===== config.mk =====
export PLATFORM = sky130hd
export DESIGN_NAME = dlp_counter
export DESIGN_NICKNAME = d
export VERILOG_FILES = /design/src/rtl/dlp_pkg.sv /design/src/rtl/dlp_data_latch.sv /design/src/rtl/dlp_op_arbiter.sv /design/src/rtl/dlp_ptr_reg.sv /design/src/rtl/dlp_addr_latch.sv /design/src/rtl/dlp_counter.sv
export SDC_FILE = /design/constraint.sdc
export NUM_CORES = 1
export LEC_CHECK = 0
export ABC_AREA = 0
export BUFFER_PORTS_ARGS = -buffer_cell sky130_fd_sc_hd__clkbuf_2
export CAP_MARGIN = 25
export CORE_MARGIN = 1.5
export CORE_UTILIZATION = 55
export CTS_CLUSTER_SIZE = 20
export DETAILED_ROUTE_END_ITERATION = 12
export GPL_ROUTABILITY_DRIVEN = 0
export PLACE_DENSITY = 0.8
export SKIP_CTS_REPAIR_TIMING = 1
export SLEW_MARGIN = 10
export SYNTH_ARGS = -nofsm -noshare
export SYNTH_HDL_FRONTEND = slang
export SYNTH_SLANG_ARGS = --single-unit

===== constraint.sdc =====
create_clock -name clk_i -period 4.5 [get_ports clk_i]
set_clock_uncertainty 0.1 [all_clocks]
set_input_delay 0.225 -clock clk_i [delete_from_list [all_inputs] [get_ports clk_i]]
set_output_delay 0.225 -clock clk_i [all_outputs]
set_load 0.03 [all_outputs]

===== src/rtl/dlp_pkg.sv =====
package dlp_pkg;
  localparam int unsigned DLP_ADDR_W = 16;
  localparam int unsigned DLP_BYTE_W = 8;

  typedef enum logic [1:0] {
    SRC_KEEP = 2'd0,
    SRC_BUS  = 2'd1,
    SRC_CPU  = 2'd2
  } lane_src_e;
endpackage


===== src/rtl/dlp_data_latch.sv =====
module dlp_data_latch #(
  parameter int unsigned W = 8
) (
  input  logic         clk_i,
  input  logic         rst_ni,
  input  logic [W-1:0] d_i,
  output logic [W-1:0] q_o
);
  // end-of-cycle capture: only the value settled by the rising edge counts
  always_ff @(posedge clk_i or negedge rst_ni) begin
    if (!rst_ni) q_o <= '0;
    else         q_o <= d_i;
  end
endmodule


===== src/rtl/dlp_op_arbiter.sv =====
module dlp_op_arbiter
  import dlp_pkg::*;
#(
  parameter int unsigned LANES = 2
) (
  input  logic                        fetch_req_i,
  input  logic                        load_lo_i,
  input  logic                        load_hi_i,
  input  logic [LANES-1:0]            cpu_we_i,
  output logic                        fetch_o,
  output logic                        inc_o,
  output lane_src_e [LANES-1:0]       lane_src_o
);
  logic cpu_any;
  assign cpu_any = |cpu_we_i;
  assign fetch_o = fetch_req_i & ~cpu_any;
  // any byte load overrides the post-increment
  assign inc_o   = fetch_o & ~load_lo_i & ~load_hi_i;

  for (genvar i = 0; i < LANES; i++) begin : g_lane
    logic bus_ld;
    if (i == 0) begin : g_lo
      assign bus_ld = load_lo_i;
    end else if (i == LANES-1) begin : g_hi
      assign bus_ld = load_hi_i;
    end else begin : g_mid
      assign bus_ld = 1'b0;
    end

    always_comb begin
      if (cpu_any)     lane_src_o[i] = cpu_we_i[i] ? SRC_CPU : SRC_KEEP;
      else if (bus_ld) lane_src_o[i] = SRC_BUS;
      else             lane_src_o[i] = SRC_KEEP;
    end
  end
endmodule


===== src/rtl/dlp_ptr_reg.sv =====
module dlp_ptr_reg
  import dlp_pkg::*;
#(
  parameter int unsigned ADDR_W = 16,
  parameter int unsigned BYTE_W = 8,
  localparam int unsigned LANES = ADDR_W / BYTE_W
) (
  input  logic                  clk_i,
  input  logic                  rst_ni,
  input  logic                  inc_i,
  input  lane_src_e [LANES-1:0] lane_src_i,
  input  logic [BYTE_W-1:0]     cpu_data_i,
  input  logic [BYTE_W-1:0]     bus_byte_i,
  output logic [ADDR_W-1:0]     ptr_o
);
  logic [ADDR_W-1:0] base;
  logic [ADDR_W-1:0] nxt;

  assign base = inc_i ? ptr_o + ADDR_W'(1) : ptr_o;

  for (genvar i = 0; i < LANES; i++) begin : g_lane
    always_comb begin
      unique case (lane_src_i[i])
        SRC_BUS: nxt[i*BYTE_W +: BYTE_W] = bus_byte_i;
        SRC_CPU: nxt[i*BYTE_W +: BYTE_W] = cpu_data_i;
        default: nxt[i*BYTE_W +: BYTE_W] = base[i*BYTE_W +: BYTE_W];
      endcase
    end
  end

  always_ff @(posedge clk_i or negedge rst_ni) begin
    if (!rst_ni) ptr_o <= '0;
    else         ptr_o <= nxt;
  end
endmodule


===== src/rtl/dlp_addr_latch.sv =====
module dlp_addr_latch #(
  parameter int unsigned ADDR_W = 16
) (
  input  logic              clk_i,
  input  logic              rst_ni,
  input  logic              fetch_i,
  input  logic [ADDR_W-1:0] ptr_i,
  output logic [ADDR_W-1:0] addr_o,
  output logic              valid_o
);
  // phase-2 output stage: external address trails the pointer by half a cycle
  always_ff @(negedge clk_i or negedge rst_ni) begin
    if (!rst_ni) begin
      addr_o  <= '0;
      valid_o <= 1'b0;
    end else begin
      valid_o <= fetch_i;
      if (fetch_i) addr_o <= ptr_i;
    end
  end
endmodule


===== src/rtl/dlp_counter.sv =====
module dlp_counter
  import dlp_pkg::*;
#(
  parameter int unsigned ADDR_W = DLP_ADDR_W,
  parameter int unsigned BYTE_W = DLP_BYTE_W,
  localparam int unsigned LANES = ADDR_W / BYTE_W
) (
  input  logic              clk_i,
  input  logic              rst_ni,
  input  logic              fetch_req_i,
  input  logic              load_lo_i,
  input  logic              load_hi_i,
  input  logic [LANES-1:0]  cpu_we_i,
  input  logic [BYTE_W-1:0] cpu_data_i,
  input  logic [BYTE_W-1:0] mem_data_i,
  output logic [ADDR_W-1:0] ptr_o,
  output logic [ADDR_W-1:0] addr_o,
  output logic              fetch_valid_o
);
  logic [BYTE_W-1:0]     bus_byte;
  logic                  fetch;
  logic                  inc;
  lane_src_e [LANES-1:0] lane_src;

  dlp_data_latch #(.W(BYTE_W)) u_data_latch (
    .clk_i  (clk_i),
    .rst_ni (rst_ni),
    .d_i    (mem_data_i),
    .q_o    (bus_byte)
  );

  dlp_op_arbiter #(.LANES(LANES)) u_arbiter (
    .fetch_req_i (fetch_req_i),
    .load_lo_i   (load_lo_i),
    .load_hi_i   (load_hi_i),
    .cpu_we_i    (cpu_we_i),
    .fetch_o     (fetch),
    .inc_o       (inc),
    .lane_src_o  (lane_src)
  );

  dlp_ptr_reg #(.ADDR_W(ADDR_W), .BYTE_W(BYTE_W)) u_ptr (
    .clk_i      (clk_i),
    .rst_ni     (rst_ni),
    .inc_i      (inc),
    .lane_src_i (lane_src),
    .cpu_data_i (cpu_data_i),
    .bus_byte_i (bus_byte),
    .ptr_o      (ptr_o)
  );

  dlp_addr_latch #(.ADDR_W(ADDR_W)) u_addr_latch (
    .clk_i   (clk_i),
    .rst_ni  (rst_ni),
    .fetch_i (fetch),
    .ptr_i   (ptr_o),
    .addr_o  (addr_o),
    .valid_o (fetch_valid_o)
  );
endmodule


### Yosys cells after proc, flatten, opt, wreduce, memory -nomap -nowiden

Cells that the tools add are included.

| cells by class | value |
|---|---|
| $add $sub $neg | 1 |
| eq/ne operators | 4 |
| muxes and demuxes | 9 |
| bitwise gates (word level) | 6 |
| reductions and logical operators | 3 |

Operator list:

| operator | count |
|---|---|
| one-hot mux 8 bit (2 select lines) | 2 |
| adder 16 x 1 -> 16 bit (second input constant) | 1 |
| 2-to-1 mux 16 bit | 1 |
| 2-to-1 mux 2 bit | 4 |
| nonzero test 3 bit | 2 |
| == test 2 x 1 -> 1 bit (second input constant) | 2 |
| == test 2 bit (second input constant) | 2 |
| bitwise AND 1 bit | 3 |
| inverter 1 bit | 3 |
| 2-to-1 mux 1 bit | 2 |
| OR reduction 2 bit | 1 |

| word-level totals | value |
|---|---|
| register bits after elaboration | 41 |
| input bits | 23 |
| output and inout port bits | 33 |
| logic and storage cells | 28 |

### Longest topological paths before layout

| logic depth | value |
|---|---|
| word-level depth | 7 |
| mapped depth | 9 |
| mapped depth without buffers | 8 |

### Modules after synthesis

From an unflattened synthesis, not the netlist that was laid out.

| unflattened totals | value |
|---|---|
| cells, all modules | 200 |
| area, all modules | 2,214.6 µm² |

By module, submodules not included:

| module | times used | cells an instance | area each (µm²) | sequential area each (µm²) |
|---|---|---|---|---|
| dlp_ptr_reg | 1 | 149 | 1,293.7 | 400.4 |
| dlp_addr_latch | 1 | 35 | 674.4 | 425.4 |
| dlp_data_latch | 1 | 8 | 200.2 | 200.2 |
| dlp_op_arbiter | 1 | 8 | 46.3 | 0.0 |

==> impl_metrics.tcl <==
set metrics [dict create \
    grt_antenna_before_repair 0 \
    grt_pass1_wl_mm 7.60 \
    rsz0062_at_grt "false" \
    dp_hpwl_mm 3.39 \
    max-vdd-ir-drop_mv 0.369 \
    synth_xor_area_frac 0 \
    status "complete, no violations" \
    cp_slowest_stage_delay_ns 0.42 \
    io_pins 56 \
    area_delta_synth_final_pct 21.0 \
    slew_headroom 0.458 \
    utilization 0.700 \
    grt_pass1_vias 1546 \
    arrival_ns 3.18 \
    crit_family "flip-flops" \
    layout-drive-gt1-share 0.351 \
    synth_compound_area_frac 0.163 \
    rows 22 \
    yosysSeqAreaShare 0.480 \
    regArea_um2 1030 \
    power.leakage_nw 1.17 \
    grt-ovfl-total 0 \
    nets 286 \
    layout_setup_ws_ns 0.994 \
    synth_nets 227 \
    crit_path_start_kind "register" \
    min-delay-start "cpu_data_i[7]" \
    fill_cells 291 \
    ys.flop_type "dfrtp_1" \
    coreArea_um2 3690 \
    worstSetupEndpointType "primary output" \
    multiInputGateArea_um2 1000 \
    synthDominantCellAreaShare 0.281 \
    die_h_um 65.3 \
    cts_max_level 2 \
    synth_top_area_cell "dfrtp_1" \
    drt_wl_total_mm 4.88 \
    power_density_nw_per_um2 499 \
    cts_sinks 41 \
    ys_warn_count 0 \
    clk_latency_ns 0.29 \
    fin_hold_ws_ns 0.254 \
    worst_pin_slew_ns 0.812 \
    final_max_slew_viol_count 0 \
    r2r.worst_path.cells 1 \
    synthMuxAreaShare 0.0890 \
    hp-class "primary input to register" \
    start_util 0.579 \
    cts.clk_slew.worst_paths_ns 0.07 \
    cp_max_fo 2 \
    grt_max_degree 34 \
    rr_startpoint "u_ptr.ptr_o[3]$_DFFE_PN0P_" \
    synth_area_leaders "dfrtp_1 (28%), dfrtn_1 (20%), mux2_2 (8.4%)" \
    die_x_um 65.3 \
    r2r-end "u_addr_latch.addr_o[3]$_DFFE_NN0P_" \
    synth_cell_types 48 \
    synth_edf_count 0 \
    viasPerCell 6.02 \
    wire_per_inst_um 15.9 \
    fin_setup_tns_ns 0 \
    cap_violations 0 \
    cts_buffers 5 \
    whs_endpoint "u_ptr.ptr_o[15]$_DFFE_PN0P_" \
    synth-adder-area-share 0.0293 \
    first_pass_iters 4 \
    finalSetupViolCount 0 \
    syn_inst 199 \
    synth_top_family_by_area "simple AND/OR/NAND/NOR gates" \
    place_inst 290 \
    dpl_cell_area_um2 2410 \
    stdcell_area_um2 2580 \
    required_ns 4.18 \
    die_area_um2 4270 \
    clk_path_buf_depth 2 \
    io_buffers 55 \
    final-instance-count-excl-fill 307 \
    cts_root_buffer "clkbuf_8" \
    antennaDiodeCount 0 \
    grt_usage 0.239 \
    hold_depth 5 \
    ant_nets 0 \
    ys_seq_elements 41 \
    critical_path_buf_inv_count 1 \
    synth.cell_area_um2 2140 \
    drt-initial-drc-count 141 \
    yosys.area_share.simple 0.187 \
    r2r_setup_slack_ns 1.19 \
    finalPower_mw 1.29 \
    vias 1847 \
    path_cells "clkbuf_2" \
    hold_viol_final 0 \
    drc 0 \
    cts_tree "done" \
    place_ws_ns 0.776 \
    crit_type "register to primary output" \
    slowest_stage "dfrtn_1" \
    synth_area_per_cell_um2 10.7 \
    async_flop_share 1.00 \
]
-- registers in the layout (all words and copies together), names as in the netlist --
name / cells
u_addr_latch.valid_o: 1
u_ptr.ptr_o: 16
u_addr_latch.addr_o: 16
u_data_latch.q_o: 8
-- how the worst max path moves through the flow --
stage | cells after the start | to | from
6_report | 1 | addr_o[2] | u_addr_latch.addr_o[2]$_DFFE_NN0P_
5_1_grt | 1 | addr_o[1] | u_addr_latch.addr_o[1]$_DFFE_NN0P_
4_1_cts | 1 | addr_o[0] | u_addr_latch.addr_o[0]$_DFFE_NN0P_
3_5_place_dp | 4 | u_addr_latch.addr_o[10]$_DFFE_NN0P_ | cpu_we_i[1]
3_3_place_gp | 4 | u_addr_latch.addr_o[8]$_DFFE_NN0P_ | cpu_we_i[1]
2_1_floorplan | 4 | u_addr_latch.addr_o[10]$_DFFE_NN0P_ | cpu_we_i[1]
-- cell usage in the layout, fill, tap and decap left out, types with 3 or more instances in the layout --
cell,Yosys,final
a211o_1,3,3
a21oi_1,11,11
a22oi_1,12,12
buf_4,2,3
clkbuf_2,1,55
clkbuf_8,1,5
dfrtn_1,17,17
dfrtp_1,24,24
dlygate4sd3_1,0,9
ha_1,5,5
inv_1,6,6
mux2_2,16,16
nand2_1,12,12
nand3_1,14,14
nand4_1,4,4
nand4b_1,3,3
nor2_1,11,11
o211ai_1,3,3
o21ai_0,3,3
o22ai_1,3,3
-- cell usage after synthesis (all sizes together) (3+ instances only) --
library cell	number
nand4	5
o22ai	3
a21oi	11
dfrtn	17
clkbuf	11
nand2	12
and3	3
inv	6
mux2	16
nor2	11
o21ai	3
buf	3
o211ai	3
dfrtp	24
or4b	4
nand4b	3
a22oi	12
ha	5
a211o	4
a211oi	3
nand3	14
-- cells by family (layout without fill, tap and decap cells) --
| group | after synthesis | count (layout) |
|---|---|---|
| AND/OR/NAND/NOR | 66 | 66 |
| flip-flops | 41 | 41 |
| AO/OA/AOI/OAI | 49 | 49 |
| buffers and inverters | 21 | 81 |
| adder cells (fa/ha/maj) | 5 | 5 |
| multiplexers | 17 | 17 |
-- area by class of cell --
class	instances	share of cell area
multi-input cells	137	0.389
well taps	48	0.0232
flip-flops and latches	41	0.397
inverters	6	0.00872
clock buffers	6	0.0281
repair buffers	67	0.150
clock inverters	2	0.00387
-- power breakdown --
part | switching (mW) | total [mW] | internal [mW]
sequential | 0.108 | 0.575 | 0.468
combinational | 0.317 | 0.487 | 0.171
clock | 0.120 | 0.227 | 0.107
-- routing by layer --
layer / GRT usage / part of all wire
met3: 0.0599 / 0.053
met1: 0.328 / 0.45
met2: 0.365 / 0.48
met4: 0.0938 / 0.019
met5: 0 / 0
Note: power is estimated with default switching activity, not from simulation.
